[src/rtl/dmadisp_pkg.sv]
package dmadisp_pkg;
  localparam int RES_W   = 4;
  localparam int NUM_TRG = 6;

  typedef enum logic [2:0] {
    TRG_PIN   = 3'd0,
    TRG_SATX  = 3'd1,
    TRG_SARX  = 3'd2,
    TRG_SBTX  = 3'd3,
    TRG_SBRX  = 3'd4,
    TRG_TIMER = 3'd5
  } trg_idx_e;

  localparam logic [2:0]       GLB_ON    = 3'b001;
  localparam logic [RES_W-1:0] CODE_PIN  = 4'h0;
  localparam logic [RES_W-1:0] CODE_SATX = 4'h8;
  localparam logic [RES_W-1:0] CODE_SARX = 4'h9;
  localparam logic [RES_W-1:0] CODE_SBTX = 4'hA;
  localparam logic [RES_W-1:0] CODE_SBRX = 4'hB;
  localparam logic [RES_W-1:0] CODE_TMR0 = 4'hC;
  localparam logic [RES_W-1:0] CODE_AUT0 = 4'h4;
  localparam logic [RES_W-1:0] CODE_AUT1 = 4'h6;
endpackage

[src/rtl/dmadisp_decode.sv]
module dmadisp_decode
  import dmadisp_pkg::*;
(
  input  logic [RES_W-1:0]   code,
  input  logic [NUM_TRG-1:0] trg,
  output logic               hit,
  output logic               auto_mode
);
  logic [NUM_TRG-1:0] sel;

  always_comb begin
    sel = '0;
    sel[TRG_PIN]   = (code == CODE_PIN);
    sel[TRG_SATX]  = (code == CODE_SATX);
    sel[TRG_SARX]  = (code == CODE_SARX);
    sel[TRG_SBTX]  = (code == CODE_SBTX);
    sel[TRG_SBRX]  = (code == CODE_SBRX);
    sel[TRG_TIMER] = (code >= CODE_TMR0);
  end

  // Each code selects at most one class; OR folds simultaneous events.
  assign hit       = |(sel & trg);
  assign auto_mode = (code >= CODE_AUT0) && (code <= CODE_AUT1);
endmodule

[src/rtl/dmadisp_pend.sv]
module dmadisp_pend #(
  parameter int PEND_W = 3
) (
  input  logic clk,
  input  logic rst_n,
  input  logic active,
  input  logic auto_mode,
  input  logic hit,
  input  logic ready,
  output logic valid
);
  localparam logic [PEND_W-1:0] CNT_MAX = {PEND_W{1'b1}};

  logic [PEND_W-1:0] cnt;
  logic              take;

  assign valid = active && (auto_mode || (cnt != '0));
  assign take  = valid && ready && !auto_mode;

  always_ff @(posedge clk) begin
    if (!rst_n) begin
      cnt <= '0;
    end else if (!active || auto_mode) begin
      cnt <= '0;
    end else begin
      case ({hit, take})
        2'b10:   if (cnt != CNT_MAX) cnt <= cnt + 1'b1;
        2'b01:   cnt <= cnt - 1'b1;
        default: cnt <= cnt;
      endcase
    end
  end


  inactive_flush_chk: assert property (@(posedge clk) disable iff (!rst_n)
    !active |=> (cnt == '0));


  take_dec_chk: assert property (@(posedge clk) disable iff (!rst_n)
    (active && !auto_mode && valid && ready && !hit) |=> (cnt == $past(cnt) - 1'b1));


  hold_pending_chk: assert property (@(posedge clk) disable iff (!rst_n)
    (active && !auto_mode && !ready) |=> (cnt >= $past(cnt)));


  sat_cap_chk: assert property (@(posedge clk) disable iff (!rst_n)
    (active && !auto_mode && cnt == CNT_MAX && hit && !ready) |=> (cnt == CNT_MAX));
endmodule

[src/rtl/dma_req_dispatch.sv]
module dma_req_dispatch
  import dmadisp_pkg::*;
#(
  parameter int NUM_CH = 4,
  parameter int PEND_W = 3
) (
  input  logic                    clk,
  input  logic                    rst_n,
  input  logic [2:0]              glb_mode,
  input  logic [NUM_CH-1:0]       ch_en,
  input  logic [NUM_CH-1:0]       ch_end,
  input  logic [NUM_CH*RES_W-1:0] ch_res,
  input  logic                    trg_pin,
  input  logic                    trg_sa_txe,
  input  logic                    trg_sa_rxf,
  input  logic                    trg_sb_txe,
  input  logic                    trg_sb_rxf,
  input  logic                    trg_timer,
  output logic [NUM_CH-1:0]       req_valid,
  input  logic [NUM_CH-1:0]       req_ready
);
  logic [NUM_TRG-1:0] trg;
  logic               glb_on;

  always_comb begin
    trg = '0;
    trg[TRG_PIN]   = trg_pin;
    trg[TRG_SATX]  = trg_sa_txe;
    trg[TRG_SARX]  = trg_sa_rxf;
    trg[TRG_SBTX]  = trg_sb_txe;
    trg[TRG_SBRX]  = trg_sb_rxf;
    trg[TRG_TIMER] = trg_timer;
  end

  assign glb_on = (glb_mode == GLB_ON);

  for (genvar i = 0; i < NUM_CH; i++) begin : g_ch
    logic hit, auto_mode, active;

    assign active = glb_on && ch_en[i] && !ch_end[i];

    dmadisp_decode u_dec (
      .code      (ch_res[i*RES_W +: RES_W]),
      .trg       (trg),
      .hit       (hit),
      .auto_mode (auto_mode)
    );

    dmadisp_pend #(.PEND_W(PEND_W)) u_pend (
      .clk       (clk),
      .rst_n     (rst_n),
      .active    (active),
      .auto_mode (auto_mode),
      .hit       (hit),
      .ready     (req_ready[i]),
      .valid     (req_valid[i])
    );
  end


  glb_off_quiet_chk: assert property (@(posedge clk) disable iff (!rst_n)
    (glb_mode != GLB_ON) |-> (req_valid == '0));


  reset_quiet_chk: assert property (@(posedge clk)
    $rose(rst_n) |-> (req_valid == '0));
endmodule

[config.mk]
export PLATFORM = sky130hd
export DESIGN_NAME = dma_req_dispatch
export DESIGN_NICKNAME = d
export VERILOG_FILES = /design/src/rtl/dmadisp_pkg.sv /design/src/rtl/dmadisp_decode.sv /design/src/rtl/dmadisp_pend.sv /design/src/rtl/dma_req_dispatch.sv
export SDC_FILE = /design/constraint.sdc
export NUM_CORES = 1
export LEC_CHECK = 0
export ABC_AREA = 1
export CAP_MARGIN = 25
export CORE_AREA = 2 2 61 63
export DETAILED_ROUTE_END_ITERATION = 8
export DIE_AREA = 0 0 63 65
export DONT_BUFFER_PORTS = 1
export HOLD_SLACK_MARGIN = 0.02
export PLACE_DENSITY = 0.59
export SLEW_MARGIN = 20
export SYNTH_ARGS = -nofsm -noshare
export SYNTH_HDL_FRONTEND = slang
export SYNTH_SLANG_ARGS = --single-unit
[constraint.sdc]
create_clock -name clk -period 1.9 [get_ports clk]
set_input_delay 0.19 -clock clk [delete_from_list [all_inputs] [get_ports clk]]
set_output_delay 0.19 -clock clk [all_outputs]
set_load 0.05 [all_outputs]
==> flow_summary.rst <==
.. list-table::
   :header-rows: 1

   * - Metric
     - Value
   * - Syn_area_per_cell
     - 5.92 µm²
   * - First drt pass iteration count
     - 4
   * - Routed wire length per instance
     - 10.6 µm
   * - Unique masters post-synth
     - 26
   * - Worst clock skew
     - 0.000230 ns
   * - DRC violation count after routing
     - 0
   * - Proportion of synthesized flip-flops having asynchronous set or reset
     - 0
   * - Number of nets still failing antenna checks after routing
     - 0
   * - Non-filler instance count after layout
     - 294
   * - Xor/xnor cell area share of the yosys netlist
     - 0.00599
   * - Standby leakage power
     - 0.819 nW
   * - Most used flip-flop cell after synthesis
     - sky130_fd_sc_hd__dfxtp_1
   * - Max rail drop VDD
     - 0.000355 V
   * - Post-synth design cell area
     - 1460 µm²
   * - Adder-Cell Fraction of Synth Area
     - 0.0548
   * - Largest family of logic cells by synthesized area
     - simple AND/OR/NAND/NOR gates
   * - Hold Violations, Final
     - 0
   * - End of the worst register-to-register path
     - g_ch[2].u_pend.cnt[2]
   * - Floorplan core area
     - 3500 µm²
   * - Clock network latency to the later pin of the worst-skew pair
     - 0.26 ns
   * - Maximum number of pins on one net before global-route repair
     - 7
   * - Number of flip-flops under the largest register name
     - 12
   * - Hold bufs inserted after CTS
     - 0
   * - Type of the worst min-delay path
     - input port to register
   * - Global-route wire length before repair
     - 5480 µm
   * - Ratio of routed vias to standard cells
     - 4.66
   * - Cell area after placement
     - 1490 µm²
   * - Final GP Congestion
     - 0.783
   * - Chip Height
     - 65 µm
   * - Worst R2R Start
     - g_ch[2].u_pend.cnt[1]
   * - DR vias
     - 1369
   * - Clock-pin slew on the worst setup and hold paths
     - 0.07 ns
   * - Post-cts sizing count
     - 0
   * - Worst Path Class, Setup
     - register to register
   * - Register with the most flip-flops
     - g_ch.u_pend.cnt
   * - Source of the worst hold timing path
     - rst_n
   * - Maximum capacitance violations
     - 0
   * - Setup slack of the worst register-to-register path
     - 0.24 ns
   * - Die Outline Area
     - 4100 µm²
   * - Port-buffer cells
     - 0
   * - Type of element capturing the critical path
     - register
   * - Simple-gate portion of the synthesized area
     - 0.551
   * - Number of global-route vias before repair
     - 1323
   * - Number of H-tree levels
     - 1
   * - Achievable Freq
     - 0.602 GHz
   * - Peak fanout along the critical path
     - 3
   * - Detailed placement HPWL
     - 2740 µm
   * - Count of cells along the worst hold path
     - 2
   * - Initial antenna violation count
     - 0
   * - Aggregate global-route resource usage
     - 0.169
   * - Die X-Extent
     - 63 µm
   * - Required time of the critical path
     - 2.07 ns
   * - Power density normalized to cell area
     - 354 nW/µm²
   * - Largest area contributor in the synthesized netlist
     - sky130_fd_sc_hd__dfxtp_1
   * - Reg2Reg Depth
     - 12
   * - Number of nets produced by synthesis
     - 290
   * - Cell Rows
     - 22
   * - Max Slew Vio Count
     - 0
   * - I/O pin count
     - 43
   * - Fin crit period
     - 1.66 ns
   * - Setup slack after layout
     - 0.240 ns
   * - Synthesized-area fraction occupied by ao, oa, aoi and oai cells
     - 0.0625
   * - Initial core utilization
     - 0.418
   * - Yosys warns
     - 0
   * - Clock tree sinks
     - 12
   * - Startpoint type of the worst setup path
     - register
   * - Count of state elements after synthesis
     - 12
   * - Hold slack final
     - 0.0846 ns
   * - Number of placed instances with taps included
     - 291
   * - Post-Route WL
     - 3110 µm
   * - Area added between synthesis and finish
     - 3.60%
   * - Clock buffers created by TritonCTS
     - 3
   * - Critical Path AT
     - 1.83 ns
   * - Number of buffers inserted by post-CTS setup repair
     - 0
   * - Unrepaired setup endpoints after global routing
     - false
   * - N_diodes
     - 0
   * - Area of all placed cells without fillers
     - 1510 µm²
   * - Cell types with the largest area share after synthesis
     - sky130_fd_sc_hd__dfxtp_1 16%, sky130_fd_sc_hd__nand2_1 16%, sky130_fd_sc_hd__inv_1 12%
   * - Share of the yosys chip area belonging to registers
     - 0.164
   * - Most common cell after layout, fill and taps aside
     - sky130_fd_sc_hd__nand2_1
   * - Worst slew slack as a fraction of its limit
     - 0.715
   * - Total negative slack
     - 0 ns
   * - Terminating pin of the worst hold path
     - g_ch[2].u_pend.cnt[2]
   * - Biggest regs
     - g_ch.u_pend.cnt: 12 flops
   * - Number of design-rule violations left by the first detailed-router iteration
     - 48
   * - Share of post-route cells with drive strength above 1
     - 0.167
   * - Final period util
     - 0.874
   * - Cell at the root of the clock tree
     - sky130_fd_sc_hd__clkbuf_4
   * - Number of enable-type register cells in the synthesized netlist
     - 0
   * - GRT overflow
     - 0
   * - Leading cell types in the layout, fill and taps excluded
     - 63 x sky130_fd_sc_hd__nand2_1, 45 x sky130_fd_sc_hd__inv_1, 29 x sky130_fd_sc_hd__nand3_1, 27 x sky130_fd_sc_hd__nor2_1, 12 x sky130_fd_sc_hd__dfxtp_1
   * - CTS tree
     - built
   * - Final count of negative-setup-slack endpoints
     - 0
   * - Cells after synthesis
     - 247
   * - Area share of the leading cell type in the synthesized netlist
     - 0.164
   * - Outcome
     - finished, final reports clean
   * - Multiplexer share of the synthesized area
     - 0
   * - Slew of the pin with the lowest slew margin
     - 0.427 ns
   * - Max clock buf depth
     - 2
   * - Worst slack after detailed placement
     - 0.220 ns
   * - Net count of the finished layout
     - 291
## layout make-up
| type | count | area, µm² |
|---|---|---|
| Multi-Input combinational cell | 176 | 985 |
| Fill cell | 382 | 1980 |
| Inverter | 55 | 206 |
| Tap cell | 48 | 60.1 |
| Clock buffer | 3 | 22.5 |
| Sequential cell | 12 | 240 |
## metal layers
metal | up-vias | routed length, µm | GRT usage | share of wire
met5 | - | 0 | 0 | 0
met4 | 0 | 44 | 0.0444 | 0.014
met3 | 4 | 166 | 0.0556 | 0.053
met2 | 17 | 1640 | 0.320 | 0.53
met1 | 598 | 1260 | 0.177 | 0.41
li1 | 750 | - | - | -
## worst max-delay path by stage
stage,from,end,slack [ns],cells after the start
after global routing,g_ch[0].u_pend.cnt[0],g_ch[0].u_pend.cnt[2],0.1,11
after global placement,glb_mode[1],g_ch[0].u_pend.cnt[2],0.24,11
after CTS,g_ch[1].u_pend.cnt[2],g_ch[1].u_pend.cnt[1],0.26,8
final,g_ch[2].u_pend.cnt[1],g_ch[2].u_pend.cnt[2],0.24,12
after floorplan,glb_mode[1],g_ch[0].u_pend.cnt[2],0.35,11
after detailed placement,glb_mode[1],g_ch[0].u_pend.cnt[2],0.22,11
## cell families after synthesis
| family | after synthesis |
|---|---|
| buf+inv | 59 |
| compound gates | 15 |
| fa+ha+maj | 4 |
| simple gates | 156 |
| xor+xnor | 1 |
| flops | 12 |
## power by group
part | leakage, nW | internal, mW | switching (mW)
Clock | 0.0138 | 0.0733 | 0.0814
Sequential | 0.0966 | 0.252 | 0.000444
Combinational | 0.708 | 0.0484 | 0.0811
## Yosys cell counts (3+ instances only)
| cell type | number |
|---|---|
| sky130_fd_sc_hd__nor2_2 | 3 |
| sky130_fd_sc_hd__a21oi_2 | 3 |
| sky130_fd_sc_hd__nor2_4 | 5 |
| sky130_fd_sc_hd__nand3_1 | 29 |
| sky130_fd_sc_hd__nor3_1 | 7 |
| sky130_fd_sc_hd__inv_2 | 8 |
| sky130_fd_sc_hd__buf_4 | 4 |
| sky130_fd_sc_hd__o21ai_0 | 8 |
| sky130_fd_sc_hd__inv_1 | 45 |
| sky130_fd_sc_hd__fa_1 | 4 |
| sky130_fd_sc_hd__nor2_1 | 27 |
| sky130_fd_sc_hd__nand3_2 | 5 |
| sky130_fd_sc_hd__nand2_2 | 8 |
| sky130_fd_sc_hd__dfxtp_1 | 12 |
| sky130_fd_sc_hd__nand2_1 | 63 |
## per-stage QoR
step | total power, mW | util
after detailed placement | 0.390 | 0.427
after global placement | 0.390 | 0.427
after global routing | 0.582 | 0.433
final | 0.536 | 0.433
after CTS | 0.551 | 0.433
after floorplan | 0.372 | -
## worst max-delay path, stage by stage, from the launching register on
cell and delay (ns):
sky130_fd_sc_hd__dfxtp_1 0.36, sky130_fd_sc_hd__inv_1 0.09, sky130_fd_sc_hd__nand3_1 0.10, sky130_fd_sc_hd__nand4_1 0.13, sky130_fd_sc_hd__clkinv_1 0.08, sky130_fd_sc_hd__nand2_2 0.07, sky130_fd_sc_hd__fa_1 0.40, sky130_fd_sc_hd__inv_1 0.08
sky130_fd_sc_hd__nand2_1 0.07, sky130_fd_sc_hd__nand2_1 0.06, sky130_fd_sc_hd__nand2_1 0.04, sky130_fd_sc_hd__nand2_1 0.05, sky130_fd_sc_hd__nor2_1 0.03
No activity file was read; power rests on OpenSTA's default activity.
